## src/rtl/irq_agg_pkg.sv

```systemverilog
package irq_agg_pkg;
    localparam int NUM_SRC   = 30;
    localparam int NUM_LINES = 2;
    localparam int DATA_W    = 32;
    localparam int ADDR_W    = 8;

    localparam logic [ADDR_W-1:0] OFF_FLAG  = 8'h00;
    localparam logic [ADDR_W-1:0] OFF_SRCEN = 8'h04;
    localparam logic [ADDR_W-1:0] OFF_ROUTE = 8'h08;
    localparam logic [ADDR_W-1:0] OFF_LINEN = 8'h0C;

    typedef enum logic [2:0] {
        SEL_FLAG,
        SEL_SRCEN,
        SEL_ROUTE,
        SEL_LINEN,
        SEL_NONE
    } reg_sel_e;

    function automatic reg_sel_e decode_addr(input logic [ADDR_W-1:0] a);
        reg_sel_e s;
        unique case (a)
            OFF_FLAG:  s = SEL_FLAG;
            OFF_SRCEN: s = SEL_SRCEN;
            OFF_ROUTE: s = SEL_ROUTE;
            OFF_LINEN: s = SEL_LINEN;
            default:   s = SEL_NONE;
        endcase
        return s;
    endfunction
endpackage

```

## src/rtl/irq_flag_bank.sv

```systemverilog
module irq_flag_bank #(
    parameter int NSRC = irq_agg_pkg::NUM_SRC
) (
    input  logic            clk,
    input  logic            rst_n,
    input  logic [NSRC-1:0] evt,
    input  logic [NSRC-1:0] clr_mask,
    output logic [NSRC-1:0] flags
);
    // Sticky flags: a new event overrides a clear in the same cycle.
    always_ff @(posedge clk) begin
        if (!rst_n) begin
            flags <= '0;
        end else begin
            flags <= (flags & ~clr_mask) | evt;
        end
    end
endmodule

```

## src/rtl/irq_cfg_regs.sv

```systemverilog
module irq_cfg_regs #(
    parameter int NSRC   = irq_agg_pkg::NUM_SRC,
    parameter int NLINES = irq_agg_pkg::NUM_LINES
) (
    input  logic              clk,
    input  logic              rst_n,
    input  logic              wr_srcen,
    input  logic              wr_route,
    input  logic              wr_linen,
    input  logic [NSRC-1:0]   wdata_src,
    input  logic [NLINES-1:0] wdata_line,
    output logic [NSRC-1:0]   src_en,
    output logic [NSRC-1:0]   route,
    output logic [NLINES-1:0] line_en
);
    always_ff @(posedge clk) begin
        if (!rst_n) begin
            src_en  <= '0;
            route   <= '0;
            line_en <= '0;
        end else begin
            if (wr_srcen) src_en  <= wdata_src;
            if (wr_route) route   <= wdata_src;
            if (wr_linen) line_en <= wdata_line;
        end
    end
endmodule

```

## src/rtl/irq_line_router.sv

```systemverilog
module irq_line_router #(
    parameter int NSRC   = irq_agg_pkg::NUM_SRC,
    parameter int NLINES = irq_agg_pkg::NUM_LINES
) (
    input  logic              clk,
    input  logic              rst_n,
    input  logic [NSRC-1:0]   flags,
    input  logic [NSRC-1:0]   src_en,
    input  logic [NSRC-1:0]   route,
    input  logic [NLINES-1:0] line_en,
    output logic [NLINES-1:0] irq
);
    logic [NSRC-1:0] live;
    assign live = flags & src_en;

    for (genvar n = 0; n < NLINES; n++) begin : g_line
        localparam bit TO_ONE = (n == 1);
        logic [NSRC-1:0] member;
        assign member = TO_ONE ? route : ~route;
        always_ff @(posedge clk) begin
            if (!rst_n) begin
                irq[n] <= 1'b0;
            end else begin
                irq[n] <= line_en[n] & (|(live & member));
            end
        end
    end
endmodule

```

## src/rtl/dual_line_irq_agg.sv

```systemverilog
module dual_line_irq_agg
    import irq_agg_pkg::*;
#(
    parameter int NSRC = NUM_SRC
) (
    input  logic              clk,
    input  logic              rst_n,
    input  logic [ADDR_W-1:0] bus_addr_i,
    input  logic              bus_we_i,
    input  logic [DATA_W-1:0] bus_wdata_i,
    output logic [DATA_W-1:0] bus_rdata_o,
    input  logic [NSRC-1:0]   evt_pulse_i,
    output logic              irq_line0_o,
    output logic              irq_line1_o
);
    localparam int PAD_SRC  = DATA_W - NSRC;
    localparam int PAD_LINE = DATA_W - NUM_LINES;

    reg_sel_e sel;
    logic [NSRC-1:0]      flag_q, src_en_q, route_q, clr_mask;
    logic [NUM_LINES-1:0] line_en_q, irq_q;
    logic wr_srcen, wr_route, wr_linen;

    assign sel = decode_addr(bus_addr_i);

    always_comb begin
        clr_mask = '0;
        wr_srcen = 1'b0;
        wr_route = 1'b0;
        wr_linen = 1'b0;
        if (bus_we_i) begin
            unique case (sel)
                SEL_FLAG:  clr_mask = bus_wdata_i[NSRC-1:0];
                SEL_SRCEN: wr_srcen = 1'b1;
                SEL_ROUTE: wr_route = 1'b1;
                SEL_LINEN: wr_linen = 1'b1;
                default:   ;
            endcase
        end
    end

    always_comb begin
        unique case (sel)
            SEL_FLAG:  bus_rdata_o = {{PAD_SRC{1'b0}}, flag_q};
            SEL_SRCEN: bus_rdata_o = {{PAD_SRC{1'b0}}, src_en_q};
            SEL_ROUTE: bus_rdata_o = {{PAD_SRC{1'b0}}, route_q};
            SEL_LINEN: bus_rdata_o = {{PAD_LINE{1'b0}}, line_en_q};
            default:   bus_rdata_o = '0;
        endcase
    end

    irq_flag_bank #(.NSRC(NSRC)) u_flags (
        .clk(clk), .rst_n(rst_n), .evt(evt_pulse_i),
        .clr_mask(clr_mask), .flags(flag_q)
    );

    irq_cfg_regs #(.NSRC(NSRC), .NLINES(NUM_LINES)) u_cfg (
        .clk(clk), .rst_n(rst_n),
        .wr_srcen(wr_srcen), .wr_route(wr_route), .wr_linen(wr_linen),
        .wdata_src(bus_wdata_i[NSRC-1:0]),
        .wdata_line(bus_wdata_i[NUM_LINES-1:0]),
        .src_en(src_en_q), .route(route_q), .line_en(line_en_q)
    );

    irq_line_router #(.NSRC(NSRC), .NLINES(NUM_LINES)) u_route (
        .clk(clk), .rst_n(rst_n), .flags(flag_q), .src_en(src_en_q),
        .route(route_q), .line_en(line_en_q), .irq(irq_q)
    );

    assign irq_line0_o = irq_q[0];
    assign irq_line1_o = irq_q[1];
endmodule

```

## config.mk

```make
export PLATFORM = sky130hd
export DESIGN_NAME = dual_line_irq_agg
export DESIGN_NICKNAME = d
export VERILOG_FILES = /design/src/rtl/irq_agg_pkg.sv /design/src/rtl/irq_flag_bank.sv /design/src/rtl/irq_cfg_regs.sv /design/src/rtl/irq_line_router.sv /design/src/rtl/dual_line_irq_agg.sv
export SDC_FILE = /design/constraint.sdc
export NUM_CORES = 1
export LEC_CHECK = 0
export BUFFER_PORTS_ARGS = -buffer_cell sky130_fd_sc_hd__buf_2
export CORE_AREA = 4 4 116 85
export DETAILED_ROUTE_END_ITERATION = 8
export DIE_AREA = 0 0 120 89
export PLACE_DENSITY = 0.88
export SLEW_MARGIN = 0
export SYNTH_ARGS = -nofsm -noshare
export SYNTH_HDL_FRONTEND = slang
export SYNTH_SLANG_ARGS = --single-unit
export TNS_END_PERCENT = 100
```

## constraint.sdc

```tcl
create_clock -name clk -period 1.9 [get_ports clk]
set_input_delay 0.095 -clock clk [delete_from_list [all_inputs] [get_ports clk]]
set_output_delay 0.095 -clock clk [all_outputs]
set_load 0.02 [all_outputs]
```

==> results.cfg, run 1 <==
[floorplan]
core_um2 = 8817
die_h_um = 89
die-area_um2 = 10680
initial_utilization = 0.5375
die_w_um = 120
io_pins = 107
rows = 29

[worst_setup_path]
cp_slowest_cell = mux4_2
critPathTopFamily = multiplexers
cp_data_required_time_ns = 1.80
cp-startpoint = u_cfg.src_en[0]$_SDFFE_PN0P_
crit-reg2reg-launch = u_flags.flags[6]$_SDFF_PN0_
slowest_delay_ns = 0.50
cp_data_arrival_time_ns = 1.55
crit_chain = mux4_2 -> and3_1 -> buf_2
endpoint_kind = primary output
crit_fanout = 4
rrSetupSlack_ns = 0.60
path_class = reg -> out
startpoint_type = flop
path_buf_inv = 1

[cts]
numCtsBuffers = 9
htreeDepth = 3
post_cts_buffers = 0
cts_resized = 0
clk_path_buf_depth = 2
clock-sinks = 94
cts-root-buf = clkbuf_16
path_clk_slew_ns = 0.06
tritoncts = yes
clk_latency_ns = 0.35
cts_hold_buf = 30

[global_routing]
gr-total-overflow = 0
grt_use_total = 0.2584
grt_max_degree = 43
antenna_found_initial = 0
grt_first_pass_wirelength_um = 21880
grt_pass1_vias = 4564

[place]
port_buffers = 102
dp_hpwl_um = 9277
place_congestion = 0.8519

[synth]
syn-cell-area_um2 = 4740
yosys_most_used_dff = dfxtp_1
yosysSeqAreaShare = 0.3970
ys_warn_count = 0
synth_seq_cells = 94
yosysUniqueCellTypes = 25
ys_async_sr_fraction = 0
synthCells = 529
synth_area_per_cell_um2 = 8.959
synth_edf_count = 0

[timing]
fin_crit_sh = 0.8667
max-slew-margin-rel = 0.5389
fin_worst_skew_ns = 0.008002
whs_ns = 0.03553
drv_slew = 0
worst_slew_pin_slew_ns = 0.6917
rsz0062_at_grt = no
fmax_mhz = 607.3
fin_setup_tns_ns = 0
setup_violations = 0
hold_viol_final = 0
period_minus_slack_ns = 1.647

[status]
outcome = finished, final reports clean

[layout]
fillers = 684
diodes = 0
regArea_um2 = 1882
nets = 723
layout.cells.most_common = buf_2
drive_gt1_frac = 0.2003
area_delta_synth_final_pct = 25.34
layout_common_cells = buf_2 (102), dfxtp_1 (94), mux2i_1 (90)
final_core_util = 0.6738
multi_input_area_um2 = 2708

[power]
netSwitchingFraction = 0.2313
clkPwrFrac = 0.421
comb_power_share = 0.093
netSwitchingPower_mw = 0.9845
ir_drop_uv = 558.6
power_density_nw_per_um2 = 716.4
leakagePower_nw = 2.783
intPower_mw = 3.271
pwr-share-seq = 0.486

[drt]
remaining_drc_errors = 0
routed_wl_um = 13500
routedWlPerCell_um = 17.35
avgViaCountPerCell = 5.703
postRouteAntennaNets = 0
drt-initial-drc-count = 501
drt_first_pass_iters = 6
num_vias = 4437

[worst_hold_path]
min_from = bus_wdata_i[21]
hp-class = in -> reg

[run]
drv_cap = 0
## area by class of cell
class / instances / area share
Tap cell: 124 / 0.02612
Sequential cell: 94 / 0.3168
Clock inverter: 4 / 0.008003
Timing Repair Buffer: 143 / 0.1525
Multi-Input combinational cell: 402 / 0.4558
Clock buffer: 11 / 0.04086
## final timing paths
| path | depth (start not counted) | to |
|---|---|---|
| setup / recovery | 3 | bus_rdata_o[0] |
| hold / removal | 3 | u_cfg.src_en[21]$_SDFFE_PN0P_ |
| setup reg to reg | 4 | u_route.irq[1]$_SDFF_PN0_ |
| hold reg to reg | 2 | u_route.irq[0]$_SDFF_PN0_ |
## synthesized netlist by cell type (14+ instances only)
master / n / share of area
o21a_1: 30 / 0.048
nor2b_1: 62 / 0.082
mux2i_1: 90 / 0.19
a21boi_0: 25 / 0.040
dfxtp_1: 94 / 0.40
nand2_1: 28 / 0.022
a21oi_1: 29 / 0.031
nand3_1: 30 / 0.032
buf_2: 14 / 0.015
nor2_1: 58 / 0.046
clkbuf_1: 14 / 0.011
## power by group through the flow
stage                     combinational [mW]  clock (mW)  sequential, mW
after CTS                              0.391        1.82            2.07
final                                  0.395        1.79            2.07
after floorplan                        0.204           0            2.09
after detailed placement               0.342           0            2.11
after global placement                 0.326           0            2.11
after global routing                   0.431        1.92            2.07
## per-stage QoR
step | worst slack, ns | instances | area, µm² | total power [mW]
after floorplan | 0.5643 | 530 | 4743 | 2.298
after global placement | 0.4023 | 733 | 5350 | 2.433
after detailed placement | 0.3365 | 733 | 5350 | 2.453
after CTS | 0.2573 | 778 | 5941 | 4.275
after global routing | 0.2034 | 778 | 5941 | 4.421
final | 0.2533 | 778 | 5941 | 4.256
## worst reg2reg max path, stage by stage, from the launching register on
cell     delay, ns
dfxtp_1       0.34
nand3_1       0.12
nand4_1       0.15
nor4_1        0.39
a21oi_1       0.16
## sequential cells by signal (all words and copies together) (netlist names)
signal         cells
u_flags.flags     30
u_cfg.src_en      30
u_cfg.route       30
u_route.irq        2
u_cfg.line_en      2
## cells by family (layout without fill, tap and decap cells)
| logic type | after synthesis | in the layout | share of synthesized area |
|---|---|---|---|
| buf+inv | 34 | 158 | 0.03300 |
| compound gates | 102 | 102 | 0.1444 |
| simple gates | 206 | 206 | 0.2252 |
| mux | 92 | 92 | 0.1996 |
| flops | 94 | 94 | 0.3970 |
| other cells | 1 | 2 | 0.0007912 |
## routing by layer
| layer | up-vias | share of wire | routed length [µm] | track usage |
|---|---|---|---|---|
| met3 | 15 | 0.087 | 1181 | 0.08539 |
| met4 | 0 | 0.013 | 170 | 0.06757 |
| met5 | - | 0 | 0 | 0 |
| li1 | 2104 | - | - | - |
| met1 | 2145 | 0.44 | 5887 | 0.3310 |
| met2 | 173 | 0.46 | 6262 | 0.4261 |
(Power assumes the default switching activity.)
==> run 2, diff against run 1 <==
--- a/config.mk
+++ b/config.mk
@@ -6,9 +6,9 @@
 export NUM_CORES = 1
 export LEC_CHECK = 0
 export BUFFER_PORTS_ARGS = -buffer_cell sky130_fd_sc_hd__buf_2
-export CORE_AREA = 4 4 116 85
+export CORE_AREA = 4 4 98 100
 export DETAILED_ROUTE_END_ITERATION = 8
-export DIE_AREA = 0 0 120 89
+export DIE_AREA = 0 0 102 104
 export PLACE_DENSITY = 0.88
 export SLEW_MARGIN = 0
 export SYNTH_ARGS = -nofsm -noshare
==> run 2 against run 1 <==
Maximum frequency barely moved. Wire length grew 1.4%. Largest power group unchanged. Core utilization up 0.24 points. Critical path depth stayed put. Count of clock-buffer cells in the layout unchanged. Worst setup slack barely moved. Sequential power hardly changed. Register-to-register slack worse by 0.04 ns. Largest cell class unchanged. Non-clock buffer count is 3 higher.
==> results.cfg, run 2 (same netlist as run 1, synthesis figures left out) <==
[worst_setup_path]
crit_chain = mux4_2 -> and3_1 -> buf_2
cp_data_arrival_time_ns = 1.55
crit-reg2reg-launch = u_cfg.route[15]$_SDFFE_PN0P_
cp_data_required_time_ns = 1.80
path_class = reg -> out
endpoint_kind = primary output
rrSetupSlack_ns = 0.56
slowest_delay_ns = 0.48
cp-startpoint = u_flags.flags[0]$_SDFF_PN0_
critPathTopFamily = multiplexers
crit_fanout = 4
cp_slowest_cell = mux4_2
startpoint_type = flop
path_buf_inv = 1

[cts]
cts-root-buf = clkbuf_8
path_clk_slew_ns = 0.09
cts_hold_buf = 31
tritoncts = yes
numCtsBuffers = 9
htreeDepth = 3
post_cts_buffers = 0
clk_path_buf_depth = 2
clock-sinks = 94
cts_resized = 0
clk_latency_ns = 0.37

[layout]
drive_gt1_frac = 0.2036
reg.largest.list = u_cfg.route x30, u_cfg.src_en x30, u_flags.flags x30
nets = 726
area_delta_synth_final_pct = 23.81
layout_common_cells = buf_2 (102), dfxtp_1 (94), mux2i_1 (90)
layout.cells.most_common = buf_2
diodes = 0
final_core_util = 0.6762

[floorplan]
initial_utilization = 0.5461
core_um2 = 8678
rows = 34
io_pins = 107
die_h_um = 104
die_w_um = 102
die-area_um2 = 10610

[drt]
num_vias = 4453
routedWlPerCell_um = 17.87
remaining_drc_errors = 0
postRouteAntennaNets = 0
drt-initial-drc-count = 356
routed_wl_um = 13690
avgViaCountPerCell = 5.813
drt_first_pass_iters = 5

[timing]
setup_violations = 0
rsz0062_at_grt = no
setup_ws_ns = 0.2530
period_minus_slack_ns = 1.647
fin_worst_skew_ns = 0.006885
max-slew-margin-rel = 0.6101
worst_slew_pin_slew_ns = 0.5848
fmax_mhz = 607.2
drv_slew = 0
fin_setup_tns_ns = 0
fin_crit_sh = 0.8669
hold_viol_final = 0

[power]
power_density_nw_per_um2 = 652.6
ir_drop_uv = 465.2
pwr-share-seq = 0.540
intPower_mw = 2.874
netSwitchingFraction = 0.2495
comb_power_share = 0.104
clkPwrFrac = 0.356
leakagePower_nw = 2.752
netSwitchingPower_mw = 0.9554

[global_routing]
grt_first_pass_wirelength_um = 22070
grt_use_total = 0.2602
antenna_found_initial = 0
grt_max_degree = 31
gr-total-overflow = 0
grt_pass1_vias = 4663

[place]
place_congestion = 0.8728
port_buffers = 102
dp_slack_ns = 0.3531
dp_hpwl_um = 9278

[run]
drv_cap = 0

[worst_hold_path]
min_from = bus_wdata_i[8]
hp-class = in -> reg

[status]
outcome = finished, final reports clean
## run 2: changes by cell type in the layout (fill, tap and decap cells not counted)
cell	before	now
buf_12	1	2
buf_4	10	11
clkinv_4	0	1
clkbuf_8	1	10
dlygate4sd3_1	30	31
clkbuf_16	9	0
clkinvlp_4	1	2
clkinv_2	2	1
## run 2: per-stage QoR
stage	total power [mW]	instances	hold WS [ns]	area [µm²]
after floorplan	2.298	530	0.2188	4743
after global placement	2.437	719	0.3039	5358
after detailed placement	2.455	719	0.3072	5358
after CTS	3.834	766	0.0006095	5868
after global routing	3.969	766	0.01527	5868
final	3.830	766	0.009527	5868
## run 2: cell type report
cell class	count	area, µm²
Timing Repair Buffer	146	943.4
Multi-Input combinational cell	402	2708
Fill cell	672	2810
Sequential cell	94	1882
Tap cell	108	135.1
Clock inverter	5	58.81
Clock buffer	11	141.4
## run 2: path summary, 6_finish.rpt
| path | to | cells after the start |
|---|---|---|
| worst max-delay path | bus_rdata_o[0] | 3 |
| worst min-delay path | u_cfg.src_en[8]$_SDFFE_PN0P_ | 3 |
| worst max register to register | u_route.irq[0]$_SDFF_PN0_ | 4 |
| worst min register to register | u_route.irq[0]$_SDFF_PN0_ | 2 |
## run 2: power groups by stage
stage / clock (mW) / combinational (mW) / sequential, mW
floorplan: 0 / 0.204 / 2.09
global placement: 0 / 0.330 / 2.11
detailed placement: 0 / 0.343 / 2.11
CTS: 1.37 / 0.393 / 2.07
global route: 1.46 / 0.433 / 2.08
finish: 1.36 / 0.399 / 2.07
## run 2: worst reg2reg max path, cell delays in order, from the launching register on
cell       delay, ns
dfxtp_1         0.38
nand3b_1        0.16
o2111ai_1       0.18
nor4_1          0.36
a31oi_1         0.13
## run 2: layer usage
| metal | part of all wire | vias to the layer above | track usage | wire length (µm) |
|---|---|---|---|---|
| li1 | - | 2105 | - | - |
| met3 | 0.065 | 41 | 0.06506 | 892 |
| met4 | 0.028 | 0 | 0.1162 | 388 |
| met2 | 0.50 | 205 | 0.4285 | 6856 |
| met5 | 0 | - | 0 | 0 |
| met1 | 0.41 | 2102 | 0.3156 | 5553 |
